### src/rtl/bridge_pkg.sv
package bridge_pkg;
  localparam int ADDR_BITS = 24;
  localparam int WADDR_W   = ADDR_BITS - 1;
  localparam int DATA_W    = 32;
  localparam int BYTE_W    = 8;
  localparam int NBYTES    = DATA_W / BYTE_W;
  localparam int PAD_W     = 4;
  localparam int PAD_MAX   = (1 << PAD_W) - 1;
  localparam int MAX_BITS  = ADDR_BITS + PAD_MAX * BYTE_W + DATA_W;
  localparam int CNT_W     = $clog2(MAX_BITS + 1);
  localparam int WR_BITS   = ADDR_BITS + DATA_W;
  localparam int IDX_W     = $clog2(DATA_W);
  localparam int BIDX_W    = $clog2(BYTE_W);
  localparam int NLOCAL    = 2;
  localparam int CFG_TF_BIT = 16;
  localparam int CFG_ID_LSB = 24;
  localparam logic [DATA_W-CFG_ID_LSB-1:0] IF_ID_SERIAL = 8'h02;

  typedef enum logic {LOC_CTRL = 1'b0, LOC_CFG = 1'b1} loc_sel_e;

  typedef struct packed {
    logic lsb_first;
    logic big_end;
  } order_t;

  // serial payload position -> word bit index
  function automatic logic [IDX_W-1:0] pay_idx(input logic [IDX_W-1:0] k, input order_t ord);
    logic [IDX_W-BIDX_W-1:0] wb;
    logic [BIDX_W-1:0]       wj;
    wb = ord.big_end ? ~k[IDX_W-1:BIDX_W] : k[IDX_W-1:BIDX_W];
    wj = ord.lsb_first ? k[BIDX_W-1:0] : ~k[BIDX_W-1:0];
    return {wb, wj};
  endfunction
endpackage

### src/rtl/bridge_sync.sv
module bridge_sync #(
  parameter int               WIDTH   = 3,
  parameter int               STAGES  = 2,
  parameter logic [WIDTH-1:0] RST_VAL = '0
) (
  input  logic             clk_i,
  input  logic             rst_ni,
  input  logic [WIDTH-1:0] d_i,
  output logic [WIDTH-1:0] q_o
);
  logic [WIDTH-1:0] stg_q [STAGES];

  for (genvar s = 0; s < STAGES; s++) begin : g_stg
    if (s == 0) begin : g_first
      always_ff @(posedge clk_i or negedge rst_ni)
        if (!rst_ni) stg_q[s] <= RST_VAL;
        else         stg_q[s] <= d_i;
    end else begin : g_next
      always_ff @(posedge clk_i or negedge rst_ni)
        if (!rst_ni) stg_q[s] <= RST_VAL;
        else         stg_q[s] <= stg_q[s-1];
    end
  end

  assign q_o = stg_q[STAGES-1];
endmodule

### src/rtl/bridge_regs.sv
module bridge_regs
  import bridge_pkg::*;
(
  input  logic              clk_i,
  input  logic              rst_ni,
  input  logic              we_i,
  input  loc_sel_e          sel_i,
  input  logic [DATA_W-1:0] wdata_i,
  input  logic              tf_set_i,
  output order_t            ord_o,
  output logic [PAD_W-1:0]  pad_o,
  output logic              tf_o,
  output logic [DATA_W-1:0] ctrl_rd_o,
  output logic [DATA_W-1:0] cfg_rd_o
);
  order_t           ord_q;
  logic [PAD_W-1:0] pad_q;
  logic             tf_q;

  always_ff @(posedge clk_i or negedge rst_ni) begin
    if (!rst_ni) begin
      ord_q <= '0;
      pad_q <= '0;
      tf_q  <= 1'b0;
    end else begin
      if (we_i && sel_i == LOC_CTRL) begin
        ord_q.big_end   <= wdata_i[0];
        ord_q.lsb_first <= wdata_i[1];
      end
      if (we_i && sel_i == LOC_CFG) begin
        pad_q <= wdata_i[PAD_W-1:0];
        if (wdata_i[CFG_TF_BIT]) tf_q <= 1'b0;
      end
      if (tf_set_i) tf_q <= 1'b1;
    end
  end

  // bit-palindromic byte, replicated: readable under any order
  logic [BYTE_W-1:0] ctrl_byte;
  assign ctrl_byte = {ord_q.big_end, ord_q.lsb_first, {(BYTE_W-4){1'b0}},
                      ord_q.lsb_first, ord_q.big_end};
  assign ctrl_rd_o = {NBYTES{ctrl_byte}};

  always_comb begin
    cfg_rd_o                          = '0;
    cfg_rd_o[PAD_W-1:0]               = pad_q;
    cfg_rd_o[CFG_TF_BIT]              = tf_q;
    cfg_rd_o[DATA_W-1:CFG_ID_LSB]     = IF_ID_SERIAL;
  end

  assign ord_o = ord_q;
  assign pad_o = pad_q;
  assign tf_o  = tf_q;
endmodule

### src/rtl/bridge_engine.sv
module bridge_engine
  import bridge_pkg::*;
(
  input  logic               clk_i,
  input  logic               rst_ni,
  input  logic               sclk_s_i,
  input  logic               cs_n_s_i,
  input  logic               mosi_s_i,
  input  order_t             ord_i,
  input  logic [PAD_W-1:0]   pad_i,
  input  logic [DATA_W-1:0]  ctrl_rd_i,
  input  logic [DATA_W-1:0]  cfg_rd_i,
  output logic               miso_o,
  output logic               bus_req_o,
  output logic               bus_we_o,
  output logic [WADDR_W-1:0] bus_addr_o,
  output logic [DATA_W-1:0]  bus_wdata_o,
  input  logic [DATA_W-1:0]  bus_rdata_i,
  input  logic               bus_ack_i,
  output logic               loc_we_o,
  output loc_sel_e           loc_sel_o,
  output logic [DATA_W-1:0]  loc_wdata_o,
  output logic               tf_set_o,
  output logic [CNT_W-1:0]   cnt_o,
  output logic               cs_act_o
);
  localparam logic [CNT_W-1:0]   ADDR_END = CNT_W'(ADDR_BITS);
  localparam logic [CNT_W-1:0]   WR_END   = CNT_W'(WR_BITS);
  localparam logic [CNT_W-1:0]   DW_C     = CNT_W'(DATA_W);
  localparam logic [WADDR_W-1:0] LOC_LIM  = WADDR_W'(NLOCAL);

  logic                 sclk_d_q, miso_q, rd_valid_q;
  logic [CNT_W-1:0]     cnt_q;
  logic [ADDR_BITS-1:0] addr_q;
  logic [DATA_W-1:0]    wdata_q, rdata_q;
  logic                 bus_req_q, bus_we_q;
  logic [WADDR_W-1:0]   bus_addr_q;
  logic [DATA_W-1:0]    bus_wdata_q;
  logic                 loc_we_q, tf_set_q;
  loc_sel_e             loc_sel_q;
  logic [DATA_W-1:0]    loc_wdata_q;

  logic cs_act, rise, fall;
  assign cs_act = !cs_n_s_i;
  assign rise   = cs_act && sclk_s_i && !sclk_d_q;
  assign fall   = cs_act && !sclk_s_i && sclk_d_q;

  logic [ADDR_BITS-1:0] addr_nxt;
  logic [WADDR_W-1:0]   waddr, waddr_nxt;
  logic                 is_wr;
  assign addr_nxt  = {addr_q[ADDR_BITS-2:0], mosi_s_i};
  assign waddr     = addr_q[WADDR_W-1:0];
  assign waddr_nxt = addr_nxt[WADDR_W-1:0];
  assign is_wr     = addr_q[ADDR_BITS-1];

  logic [CNT_W-1:0]  wr_off, data_start, rd_off;
  logic              in_rd_data;
  logic [DATA_W-1:0] wdata_nxt, loc_val;
  assign wr_off     = cnt_q - ADDR_END;
  assign data_start = ADDR_END + (CNT_W'(pad_i) << BIDX_W);
  assign rd_off     = cnt_q - data_start;
  assign in_rd_data = !is_wr && (cnt_q >= data_start) && (cnt_q < data_start + DW_C);
  assign loc_val    = waddr_nxt[0] ? cfg_rd_i : ctrl_rd_i;

  always_comb begin
    wdata_nxt = wdata_q;
    wdata_nxt[pay_idx(wr_off[IDX_W-1:0], ord_i)] = mosi_s_i;
  end

  always_ff @(posedge clk_i or negedge rst_ni) begin
    if (!rst_ni) begin
      sclk_d_q    <= 1'b0;
      cnt_q       <= '0;
      addr_q      <= '0;
      wdata_q     <= '0;
      rdata_q     <= '0;
      rd_valid_q  <= 1'b0;
      miso_q      <= 1'b0;
      bus_req_q   <= 1'b0;
      bus_we_q    <= 1'b0;
      bus_addr_q  <= '0;
      bus_wdata_q <= '0;
      loc_we_q    <= 1'b0;
      loc_sel_q   <= LOC_CTRL;
      loc_wdata_q <= '0;
      tf_set_q    <= 1'b0;
    end else begin
      sclk_d_q <= sclk_s_i;
      loc_we_q <= 1'b0;
      tf_set_q <= 1'b0;
      if (bus_req_q && bus_ack_i) begin
        bus_req_q <= 1'b0;
        if (!bus_we_q && cs_act) begin
          rdata_q    <= bus_rdata_i;
          rd_valid_q <= 1'b1;
        end
      end
      if (!cs_act) begin
        cnt_q      <= '0;
        miso_q     <= 1'b0;
        rd_valid_q <= 1'b0;
      end else begin
        if (rise) begin
          if (cnt_q != '1) cnt_q <= cnt_q + 1'b1;
          if (cnt_q < ADDR_END) addr_q <= addr_nxt;
          // address complete on a read: start the access
          if (cnt_q == ADDR_END - 1'b1 && !addr_nxt[ADDR_BITS-1]) begin
            if (waddr_nxt < LOC_LIM) begin
              rdata_q    <= loc_val;
              rd_valid_q <= 1'b1;
            end else begin
              rd_valid_q <= 1'b0;
              bus_req_q  <= 1'b1;
              bus_we_q   <= 1'b0;
              bus_addr_q <= waddr_nxt;
            end
          end
          if (is_wr && cnt_q >= ADDR_END && cnt_q < WR_END) begin
            wdata_q <= wdata_nxt;
            if (cnt_q == WR_END - 1'b1) begin
              if (waddr < LOC_LIM) begin
                loc_we_q    <= 1'b1;
                loc_sel_q   <= loc_sel_e'(waddr[0]);
                loc_wdata_q <= wdata_nxt;
              end else begin
                bus_req_q   <= 1'b1;
                bus_we_q    <= 1'b1;
                bus_addr_q  <= waddr;
                bus_wdata_q <= wdata_nxt;
              end
            end
          end
        end
        if (fall) begin
          if (in_rd_data) begin
            miso_q <= rdata_q[pay_idx(rd_off[IDX_W-1:0], ord_i)];
            if (rd_off == '0 && !rd_valid_q) tf_set_q <= 1'b1;
          end else begin
            miso_q <= 1'b0;
          end
        end
      end
    end
  end

  assign miso_o      = miso_q;
  assign bus_req_o   = bus_req_q;
  assign bus_we_o    = bus_we_q;
  assign bus_addr_o  = bus_addr_q;
  assign bus_wdata_o = bus_wdata_q;
  assign loc_we_o    = loc_we_q;
  assign loc_sel_o   = loc_sel_q;
  assign loc_wdata_o = loc_wdata_q;
  assign tf_set_o    = tf_set_q;
  assign cnt_o       = cnt_q;
  assign cs_act_o    = cs_act;
endmodule

### src/rtl/spi_reg_bridge.sv
module spi_reg_bridge
  import bridge_pkg::*;
(
  input  logic               clk_i,
  input  logic               rst_ni,
  input  logic               sclk_i,
  input  logic               cs_ni,
  input  logic               mosi_i,
  output logic               miso_o,
  output logic               bus_req_o,
  output logic               bus_we_o,
  output logic [WADDR_W-1:0] bus_addr_o,
  output logic [DATA_W-1:0]  bus_wdata_o,
  input  logic [DATA_W-1:0]  bus_rdata_i,
  input  logic               bus_ack_i
);
  logic [2:0]        sync_w;
  order_t            ord_w;
  logic [PAD_W-1:0]  pad_w;
  logic              tf_w, tf_set_w, loc_we_w, cs_act_w;
  loc_sel_e          loc_sel_w;
  logic [DATA_W-1:0] loc_wdata_w, ctrl_rd_w, cfg_rd_w;
  logic [CNT_W-1:0]  cnt_w;

  bridge_sync #(.WIDTH(3), .STAGES(2), .RST_VAL(3'b010)) u_sync (
    .clk_i  (clk_i),
    .rst_ni (rst_ni),
    .d_i    ({mosi_i, cs_ni, sclk_i}),
    .q_o    (sync_w)
  );

  bridge_engine u_eng (
    .clk_i       (clk_i),
    .rst_ni      (rst_ni),
    .sclk_s_i    (sync_w[0]),
    .cs_n_s_i    (sync_w[1]),
    .mosi_s_i    (sync_w[2]),
    .ord_i       (ord_w),
    .pad_i       (pad_w),
    .ctrl_rd_i   (ctrl_rd_w),
    .cfg_rd_i    (cfg_rd_w),
    .miso_o      (miso_o),
    .bus_req_o   (bus_req_o),
    .bus_we_o    (bus_we_o),
    .bus_addr_o  (bus_addr_o),
    .bus_wdata_o (bus_wdata_o),
    .bus_rdata_i (bus_rdata_i),
    .bus_ack_i   (bus_ack_i),
    .loc_we_o    (loc_we_w),
    .loc_sel_o   (loc_sel_w),
    .loc_wdata_o (loc_wdata_w),
    .tf_set_o    (tf_set_w),
    .cnt_o       (cnt_w),
    .cs_act_o    (cs_act_w)
  );

  bridge_regs u_regs (
    .clk_i     (clk_i),
    .rst_ni    (rst_ni),
    .we_i      (loc_we_w),
    .sel_i     (loc_sel_w),
    .wdata_i   (loc_wdata_w),
    .tf_set_i  (tf_set_w),
    .ord_o     (ord_w),
    .pad_o     (pad_w),
    .tf_o      (tf_w),
    .ctrl_rd_o (ctrl_rd_w),
    .cfg_rd_o  (cfg_rd_w)
  );
endmodule

### config.mk
export PLATFORM = sky130hd
export DESIGN_NAME = spi_reg_bridge
export DESIGN_NICKNAME = d
export VERILOG_FILES = /design/src/rtl/bridge_pkg.sv /design/src/rtl/bridge_sync.sv /design/src/rtl/bridge_regs.sv /design/src/rtl/bridge_engine.sv /design/src/rtl/spi_reg_bridge.sv
export SDC_FILE = /design/constraint.sdc
export NUM_CORES = 1
export LEC_CHECK = 0
export BUFFER_PORTS_ARGS = -buffer_cell sky130_fd_sc_hd__clkbuf_2
export CAP_MARGIN = 25
export CELL_PAD_IN_SITES_DETAIL_PLACEMENT = 1
export CELL_PAD_IN_SITES_GLOBAL_PLACEMENT = 1
export CORE_UTILIZATION = 30
export CTS_BUF_LIST = sky130_fd_sc_hd__clkbuf_4 sky130_fd_sc_hd__clkbuf_8
export DETAILED_ROUTE_END_ITERATION = 10
export GPL_ROUTABILITY_DRIVEN = 0
export GPL_TIMING_DRIVEN = 0
export PLACE_DENSITY = 0.52
export SETUP_SLACK_MARGIN = 0.4
export SLEW_MARGIN = 30
export SYNTH_ARGS = -nofsm -noshare
export SYNTH_HDL_FRONTEND = slang
export SYNTH_SLANG_ARGS = --single-unit
export TNS_END_PERCENT = 5
### constraint.sdc
create_clock -name clk_i -period 7 [get_ports clk_i]
set_input_delay 1.75 -clock clk_i [delete_from_list [all_inputs] [get_ports clk_i]]
set_output_delay 1.75 -clock clk_i [all_outputs]
set_load 0.005 [all_outputs]
Word level (Yosys, flattened, before mapping) --
Cells that the tools add are included.
Storage, ports and cells: flip-flop bits (word level) 189, bits in latches 0, RAM bits 0, bits in read-only memories 0, input port bits 38, output and inout port bits 58, word-level logic and storage cells 139, memories 0
Cells by class: $add $sub $neg 5, $mul 0, divide/modulo/power cells 0, $lt $le $gt $ge 10, equality and inequality tests 3, shift-type cells 0, mux-type cells 58, bitwise gates (word level) 7, reduce and logical (&&, ||, !) cells 35
Operators with widths (number):
- $mux W32 | 7
- $mux W23 | 5
- $lt A23 B2 Y1 const B | 2
- $mux W1 | 36
- $bwmux W32 | 1
- $mux W8 | 3
- $logic_and A1 B1 Y1 | 15
- $lt A5 B6 Y1 const B | 2
- $reduce_and A5 Y1 | 2
- $reduce_bool A2 Y1 | 5
- $add A5 B7 Y8 const A | 1
- $add A8 B1 Y8 const B | 1
- $add A8 B6 Y8 const B | 1
- $eq A8 B5 Y1 const B | 1
- $eq A8 B6 Y1 const B | 1
- $ge A8 B5 Y1 const B | 1
- $ge A8 B8 Y1 | 1
- $logic_not A8 Y1 | 1
- $lt A8 B5 Y1 const B | 1
- $lt A8 B6 Y1 const B | 1
- $lt A8 B8 Y1 | 1
- $ne A8 B8 Y1 const B | 1
- $sub A8 B8 Y8 | 1
- $logic_not A1 Y1 | 7
- other kinds (11) | 20

Logic depth before layout (Yosys ltp) --
Gate-level depths: netlist of the first run.
depth after elaboration 9, gate-level depth with buffers 10, depth with buffers taken out 10

Cells and area by module --
A second synthesis of the first run with hierarchy kept.
Second synthesis, totals: cell total of the unflattened synthesis 1119, area total of the unflattened synthesis 10550.1 um^2
Modules (own cells, without submodules):
- bridge_engine | times used 1, cells each 1027, area an instance 9604.2 um^2, sequential area each 4779.6 um^2
- bridge_regs | times used 1, cells each 83, area an instance 770.7 um^2, sequential area each 175.2 um^2
- bridge_sync | times used 1, cells each 9, area an instance 175.2 um^2, sequential area each 152.6 um^2

Worst setup path after synthesis of the first run --
Ideal clock, no wire load.
path type input -> register, start in bus_ack_i, end reg u_eng.rdata_q[14], data arrival time 2.999 ns, data required time 6.865 ns, path slack 3.865 ns, stages on the path 5, cells stage by stage nor4bb_1 > clkbuf_1 > clkbuf_1 > mux2i_1 > a21oi_1
Between the ends: word-level cells in the longest chain between the ends 6
RTL lines:
- start: declaration | line spi_reg_bridge.sv:15 | input logic bus_ack_i
- $logic_and A1 B1 Y1 * | line bridge_engine.sv:91 | if (bus_req_q && bus_ack_i) begin
- $mux W32 * | line bridge_engine.sv:91
- $mux W32 | line bridge_engine.sv:108 | if (waddr_nxt < LOC_LIM) begin
- $mux W32 | line bridge_engine.sv:107 | if (cnt_q == ADDR_END - 1'b1 && !addr_nxt[ADDR_BITS-1]) begin
- $mux W32 | line bridge_engine.sv:103 | if (rise) begin
- $mux W32 * | line bridge_engine.sv:98 | if (!cs_act) begin
- end signal: assignment | line bridge_engine.sv:94 | rdata_q <= bus_rdata_i;
- end signal: assignment | line bridge_engine.sv:109 | rdata_q <= loc_val;
- end: declaration | line bridge_engine.sv:35 | logic [DATA_W-1:0] wdata_q, rdata_q;
Every way passes the cells marked *; elsewhere a longest branch is shown, timed or not. A chain may end at the register's enable or synchronous reset.

Worst setup path after layout of the first run --
start in bus_ack_i, end reg u_eng.rdata_q[15]
The elaborated chain is that of the path after synthesis.

==> results of run 1 <==
worst min path at each step:
stage / endpoint / cells past startpoint
global route: u_sync.q_o[1] / 0
CTS: u_sync.q_o[1] / 0
floorplan: u_sync.q_o[0] / 0
detailed placement: u_sync.q_o[0] / 0
finish: u_sync.q_o[1] / 0
global placement: u_sync.q_o[2] / 0
layer usage:
layer / track usage (%) / vias up / wire, um
li1: - / 3335 / -
met1: 26.29 / 3472 / 13460
met2: 28.36 / 112 / 12030
met3: 3.220 / 18 / 886
met4: 4.638 / 0 / 318
met5: 0 / - / 0
cells in the final DEF, fill, tap and decap left out, drive strengths merged, types with 3 or more instances in the layout:
cell      instances
o21ai            54
nor3             32
nand4             4
o21a              4
or2               6
nor4             10
nor2b            10
and3b             4
nand3            16
clkinvlp          3
nand3b            4
nand2            86
inv              27
buf              23
o211ai            4
o221ai            4
o31ai             4
xor2              7
clkbuf          156
nand2b            7
clkinv            3
mux2i            93
o22ai            23
xnor2             6
ha               14
and2              3
a21oi            52
dfrtp           175
a22oi             6
mux2             57
nor2             80
a211oi            4
kinds of logic (layout without fill, tap and decap cells):
kind of cell | count (synthesis) | in the layout | synth area share, %
AOI/OAI and AO/OA | 170 | 170 | 11.29
DFF | 177 | 177 | 49.25
buffers and inverters | 83 | 213 | 3.852
muxes | 150 | 150 | 17.52
xor gates and xnor gates | 13 | 13 | 1.265
and+or+nand+nor | 274 | 274 | 14.66
adders and majority gates | 15 | 15 | 2.169
Yosys cell counts, types with 3 or more instances:
library cell,instances,share of area (%)
dfrtp_1,175,49
mux2i_1,93,10
nand2_1,86,3.6
nor2_1,80,3.3
mux2_2,56,7.0
o21ai_0,54,3.0
a21oi_1,52,2.9
clkbuf_1,42,1.8
nor3_1,31,1.7
o22ai_1,23,1.6
inv_1,21,0.88
buf_2,16,0.89
nand3_1,15,0.83
ha_1,14,1.9
nor2b_1,10,0.70
nor4_1,8,0.56
nand2b_1,7,0.49
xor2_1,7,0.68
a22oi_1,6,0.50
xnor2_1,6,0.58
and3b_1,4,0.39
nand3b_1,4,0.33
nand4_1,4,0.28
o211ai_1,4,0.33
o21a_1,4,0.33
o221ai_1,4,0.39
o31ai_1,4,0.33
and2_1,3,0.21
or2_1,3,0.21
or2_2,3,0.21
critical path, delay by kind of cell:
family,cells,cell delay [ps]
AO/OA/AOI/OAI,1,90
AND/OR/NAND/NOR,1,290
multiplexers,1,270
buffers and inverters,3,1230
metrics by stage:
step	util [%]	hold WS [ps]	setup WS, ps	area, sq um
after floorplan	-	331.2	3865	8999
after global placement	33.70	335.8	402.3	9962
after detailed placement	34.01	346.3	3165	10050
after CTS	35.30	367.2	3687	10440
after global routing	35.30	377.8	3496	10440
final	35.30	364.9	3691	10440
flip-flops by register name (all words and copies together), names as in the netlist, 2 cells and up:
register and count:
u_eng.addr_q 24, u_eng.loc_wdata_o 5, u_eng.bus_addr_o 23, u_regs.ctrl_rd_o 2, u_eng.bus_wdata_o 32, u_eng.wdata_q 32
u_sync.q_o 3, u_eng.cnt_o 8, u_regs.pad_o 4, u_eng.rdata_q 32, u_sync.stg_q 3
report_power, final:
| part | leakage [nW] | switching [mW] | internal (mW) |
|---|---|---|---|
| Clock | 0.189 | 0.416 | 0.302 |
| Combinational | 2.03 | 0.104 | 0.0764 |
| Sequential | 2.36 | 0.0481 | 1.07 |
| Total | 4.57 | 0.568 | 1.44 |
final cells by class:
class	instances	share of cell area, %
Sequential cell	177	42.47
Multi-Input combinational cell	622	40.44
Timing Repair Buffer	98	5.432
Tap cell	390	4.676
Buffer	62	2.566
Clock buffer	19	2.446
Clock inverter	13	1.211
Inverter	21	0.7554
==> results.sh, run 1 <==
export IMPL_outcome="completed"
export IMPL_routedWlPerCell_um=19.04
export IMPL_ys_ff_latch=177
export IMPL_layout_nets=1052
export IMPL_hp_class="flip-flop to flip-flop"
export IMPL_power_leakage_nw=4.573
export IMPL_max_cap_viol_count=0
export IMPL_worstMarginPinSlew_ps=805.4
export IMPL_ant_nets=0
export IMPL_vias=6937
export IMPL_initial_utilization_pct=30.44
export IMPL_netlist_area_sq_um=8999
export IMPL_synth_edf_count=0
export IMPL_cts_resized=0
export IMPL_crit_path_start_kind="input pin"
export IMPL_via_per_inst=4.948
export IMPL_core_area_sq_um=29560
export IMPL_rsz0062_at_grt="no"
export IMPL_io_pins=96
export IMPL_dieArea_sq_um=30690
export IMPL_h_tree_depth=4
export IMPL_clock_sinks=177
export IMPL_layout_drive_gt1_share_pct=21.74
export IMPL_period_share_pct=47.27
export IMPL_fin_worst_skew_ps=17.15
export IMPL_clock_tree_root_cell="clkbuf_8"
export IMPL_grt_pass1_vias=7398
export IMPL_critical_path_cell_chain="clkbuf_2, nor4bb_1, clkbuf_1, clkbuf_1, mux2i_1, a21oi_1"
export IMPL_place_hpwl_um=19410
export IMPL_yosys_warnings=0
export IMPL_syn_avg_cell_area_sq_um=10.20
export IMPL_reg2regPathDepth=10
export IMPL_die_h_um=175.2
export IMPL_async_reset_ff_share_pct=100.0
export IMPL_antenna_found_initial=0
export IMPL_finalWirelength_um=26700
export IMPL_startpoint="bus_ack_i"
export IMPL_die_w_um=175.2
export IMPL_fin_crit_ps=3309
export IMPL_path_clk_slew_ps=100
export IMPL_power_mw=2.013
export IMPL_hold_buffers=0
export IMPL_drv_slew=0
export IMPL_hp_start="u_sync.stg_q[4]"
export IMPL_worst_setup_path_type="input pin to flip-flop"
export IMPL_slowest_stage="clkbuf_1"
export IMPL_yosysUniqueCellTypes=61
export IMPL_cts_buffer_depth=2
export IMPL_ir_drop_mv=0.09985
export IMPL_setup_violations_final=0
export IMPL_dp_cells=1370
export IMPL_cp_max_fo=10
export IMPL_n_antenna_cell=0
export IMPL_numPortBuffers=95
export IMPL_synth_ff_type="dfrtp_1"
export IMPL_drc=0
export IMPL_slowest_delay_ps=670
export IMPL_rows=63
export IMPL_cp_arrival_ps=3630
export IMPL_timing_setup_tns_ps=0
export IMPL_fillers=3418
export IMPL_area_delta_synth_final_pct=15.96
export IMPL_grt_max_degree=50
export IMPL_drtPass1Iterations=4
export IMPL_cts_buffers_inserted=17
export IMPL_max_freq_ghz=0.3022
export IMPL_drt_iter0_markers=261
export IMPL_overflow=0
export IMPL_endpoint="u_eng.rdata_q[15]"
export IMPL_slew_headroom_pct=46.31
export IMPL_synth_seq_area_share_pct=49.25
export IMPL_hold_viol=0
export IMPL_synth_fp_nets=935
export IMPL_seqCellArea_sq_um=4432
export IMPL_multi_input_area_sq_um=4220
export IMPL_power_density_nw_per_um2=192.9
export IMPL_critPathRequiredTime_ps=7320
export IMPL_rrSetupSlack_ps=3970
export IMPL_endpoint_kind="flip-flop"
export IMPL_syn_inst=882
export IMPL_insertion_delay_ps=480
export IMPL_grt_pass1_wl_um=43130
export IMPL_postCtsSetupRepairBufs=0
export IMPL_track_usage_pct=18.32
export IMPL_r2r_start="u_eng.cnt_o[3]"
export IMPL_cts_tree="done"
export IMPL_cpMostUsedCell="clkbuf_1"
export IMPL_final_cells=1402
export IMPL_r2r_end="u_eng.miso_o"
No activity file was read; power rests on OpenSTA's default activity.
==> inputs of run 2 (changes only) <==
--- a/config.mk
+++ b/config.mk
@@ -5,6 +5,7 @@
 export SDC_FILE = /design/constraint.sdc
 export NUM_CORES = 1
 export LEC_CHECK = 0
+export ABC_AREA = 1
 export BUFFER_PORTS_ARGS = -buffer_cell sky130_fd_sc_hd__clkbuf_2
 export CAP_MARGIN = 25
 export CELL_PAD_IN_SITES_DETAIL_PLACEMENT = 1
@@ -14,7 +15,7 @@
 export DETAILED_ROUTE_END_ITERATION = 10
 export GPL_ROUTABILITY_DRIVEN = 0
 export GPL_TIMING_DRIVEN = 0
-export PLACE_DENSITY = 0.52
+export PLACE_DENSITY = 0.57
 export SETUP_SLACK_MARGIN = 0.4
 export SLEW_MARGIN = 30
 export SYNTH_ARGS = -nofsm -noshare
==> constraint.sdc (replaced) <==
create_clock -name clk_i -period 3 [get_ports clk_i]
set_input_delay 0.75 -clock clk_i [delete_from_list [all_inputs] [get_ports clk_i]]
set_output_delay 0.75 -clock clk_i [all_outputs]
set_load 0.005 [all_outputs]
==> run 2 against run 1 <==
Global-route usage increased by 0.95 points. Utilization rose by 0.47 points. Flip-flop and latch count unchanged. Critical endpoint is now u_eng.miso_o. Largest cell class unchanged. Largest power group unchanged.
==> results.sh, run 2 <==
export IMPL_clock_tree_root_cell="clkbuf_8"
export IMPL_path_clk_slew_ps=120
export IMPL_yosysMostFrequentCell="nand2_1"
export IMPL_critPathRequiredTime_ps=3410
export IMPL_async_reset_ff_share_pct=100.0
export IMPL_synth_top_area_share_pct=49.69
export IMPL_yosys_top_cells_area="dfrtp_1 (50%), nand2_1 (16%), o21ai_0 (6.5%)"
export IMPL_endpoint="u_eng.miso_o"
export IMPL_synth_edf_count=0
export IMPL_slowest_delay_ps=430
export IMPL_hp_class="input pin to async pin"
export IMPL_h_tree_depth=4
export IMPL_io_pins=96
export IMPL_max_cap_viol_count=0
export IMPL_cts_buffers_inserted=17
export IMPL_layout_nets=1314
export IMPL_place_hpwl_um=20000
export IMPL_synth_largest_area_cell="dfrtp_1"
export IMPL_finalWirelength_um=27710
export IMPL_startpoint="u_regs.pad_o[0]"
export IMPL_rsz0062_at_grt="yes"
export IMPL_cpMostUsedCell="ha_1"
export IMPL_hold_viol=0
export IMPL_power_density_nw_per_um2=472.9
export IMPL_rows=62
export IMPL_dp_cells=1626
export IMPL_drtPass1Iterations=4
export IMPL_overflow=0
export IMPL_drt_iter0_markers=446
export IMPL_power_mw=4.869
export IMPL_area_delta_synth_final_pct=16.84
export IMPL_period_share_pct=81.18
export IMPL_routedWlPerCell_um=16.71
export IMPL_die_w_um=173.4
export IMPL_vias=7902
export IMPL_track_usage_pct=19.28
export IMPL_cp_max_fo=4
export IMPL_syn_inst=1145
export IMPL_layout_drive_gt1_share_pct=13.50
export IMPL_syn_avg_cell_area_sq_um=7.696
export IMPL_worst_setup_path_type="flip-flop to flip-flop"
export IMPL_synth_fp_nets=1198
export IMPL_die_h_um=173.4
export IMPL_critical_path_cell_chain="inv_1, ha_1, xnor2_2, ha_1, xor2_1, ha_1, a21oi_1, o21ai_0, nor2_1, nand3_1, nor2_1, nand3_1, nand2_1"
export IMPL_yosysUniqueCellTypes=35
export IMPL_postLayoutSetupSlackWorst_ps=564.6
export IMPL_ir_drop_mv=0.1940
export IMPL_grt_pass1_vias=8361
export IMPL_cp_arrival_ps=2850
export IMPL_grt_pass1_wl_um=45740
export IMPL_final_cells=1658
export IMPL_final_cell_mix="nand2_1 (376), dfrtp_1 (175), o21ai_0 (114)"
export IMPL_slew_headroom_pct=54.93
export IMPL_yosys_warnings=0
export IMPL_fillers=3588
export IMPL_netlist_area_sq_um=8812
export IMPL_synth_ff_type="dfrtp_1"
export IMPL_postCtsSetupRepairBufs=0
export IMPL_via_per_inst=4.766
export IMPL_drc=0
export IMPL_max_freq_ghz=0.4106
export IMPL_r2r_end="u_eng.miso_o"
export IMPL_endpoint_kind="flip-flop"
export IMPL_core_area_sq_um=28780
export IMPL_synth_seq_area_share_pct=50.29
export IMPL_numPortBuffers=95
export IMPL_dieArea_sq_um=30060
export IMPL_initial_utilization_pct=30.62
export IMPL_rrSetupSlack_ps=560
export IMPL_antenna_found_initial=0
export IMPL_fin_worst_skew_ps=28.01
export IMPL_post_place_ws_ps=244.1
export IMPL_slowest_stage="dfrtp_1"
export IMPL_crit_path_start_kind="flip-flop"
export IMPL_yosys_top_cells_count="nand2_1 (376), dfrtp_1 (175), o21ai_0 (114)"
export IMPL_n_antenna_cell=0
export IMPL_cts_buffer_depth=2
export IMPL_power_leakage_nw=5.041
export IMPL_worstMarginPinSlew_ps=676.0
export IMPL_reg2regPathDepth=13
export IMPL_ant_nets=0
export IMPL_r2r_start="u_regs.pad_o[0]"
export IMPL_cts_tree="done"
export IMPL_fin_crit_ps=2435
export IMPL_insertion_delay_ps=480
export IMPL_setup_violations_final=0
export IMPL_grt_max_degree=73
export IMPL_drv_slew=0
export IMPL_dpl_cell_area_sq_um=9832
export IMPL_outcome="completed"
export IMPL_ys_ff_latch=177
export IMPL_final_common_cell="nand2_1"
export IMPL_design_area_sq_um=10300
export IMPL_clock_sinks=177
[run 2: changes by cell type after synthesis, moves of 9 or more]
| cell | delta |
|---|---|
| nor2_1 | -9 |
| o21ai_0 | +60 |
| mux2i_1 | -93 |
| nand4_1 | +10 |
| mux2_2 | -54 |
| nor2b_1 | -10 |
| nand3_1 | +66 |
| o22ai_1 | -23 |
| nand2_1 | +290 |
| inv_1 | +68 |
| nor3_1 | -21 |
| o21ai_1 | +27 |
| a21oi_1 | +28 |
[run 2: per-layer routing]
layer / global-route usage (%) / routed length (um) / vias to the layer above
li1: - / - / 3927
met1: 25.89 / 13530 / 3853
met2: 32.40 / 13140 / 102
met3: 3.399 / 797 / 20
met4: 4.056 / 248 / 0
met5: 0 / 0 / -
[run 2: how the worst min path moves through the flow]
stage,start,to,slack (ps),cells past startpoint
floorplan,u_sync.stg_q[3],u_sync.q_o[0],330,0
global placement,u_sync.stg_q[5],u_sync.q_o[2],340,0
detailed placement,u_sync.stg_q[3],u_sync.q_o[0],340,0
CTS,rst_ni,u_eng.rdata_q[23],160,1
global route,rst_ni,u_eng.rdata_q[23],160,1
finish,rst_ni,u_eng.rdata_q[23],160,1
[run 2: kinds of logic after synthesis]
group	share of synthesized area [%]
flip-flops	50.29
adder cells (fa/ha/maj)	2.215
multiplexers	0.2556
buffers and inverters	6.758
XOR/XNOR	1.179
AND/OR/NAND/NOR	26.44
AO/OA/AOI/OAI	12.86
[run 2: what timing repair did]
item	4_1_cts	5_1_grt
resized for setup	2	11
endpoints found under the setup margin	34	62
hold buffers	0	0
pin swaps	0	0
[run 2: per-stage QoR]
| step | TNS [ps] | hold slack (ps) | utilization, % |
|---|---|---|---|
| finish | 0 | 163.4 | 35.78 |
| global route | 0 | 161.3 | 35.78 |
| CTS | 0 | 160.4 | 35.68 |
| detailed placement | 0 | 342.5 | 34.16 |
| global placement | -451680 | 336.7 | 33.94 |
| floorplan | 0 | 331.2 | - |
[run 2: area by class of cell]
class / instances / area (sq um) / share of cell area (%)
plain buffers: 53 / 241.5 / 2.345
clock buffers: 18 / 247.7 / 2.406
inverters: 96 / 360.3 / 3.500
clock inverters: 14 / 187.7 / 1.823
well taps: 384 / 480.5 / 4.666
repair buffers: 97 / 539.3 / 5.238
flip-flops and latches: 177 / 4432 / 43.04
multi-input cells: 819 / 3807 / 36.98
[run 2: power by group]
group | switching, mW | leakage, nW | internal (mW) | total, mW
registers | 0.0564 | 2.37 | 2.47 | 2.52
clock network | 1.02 | 0.212 | 0.874 | 1.89
logic | 0.316 | 2.46 | 0.135 | 0.451
total | 1.39 | 5.04 | 3.48 | 4.87
[run 2: critical path, delay by kind of cell, from the launching register on]
kind,cells,cell delay [ps]
simple gates,5,490
compound gates,2,230
flops,1,430
buf+inv,1,90
xor+xnor,2,430
fa+ha+maj,3,730
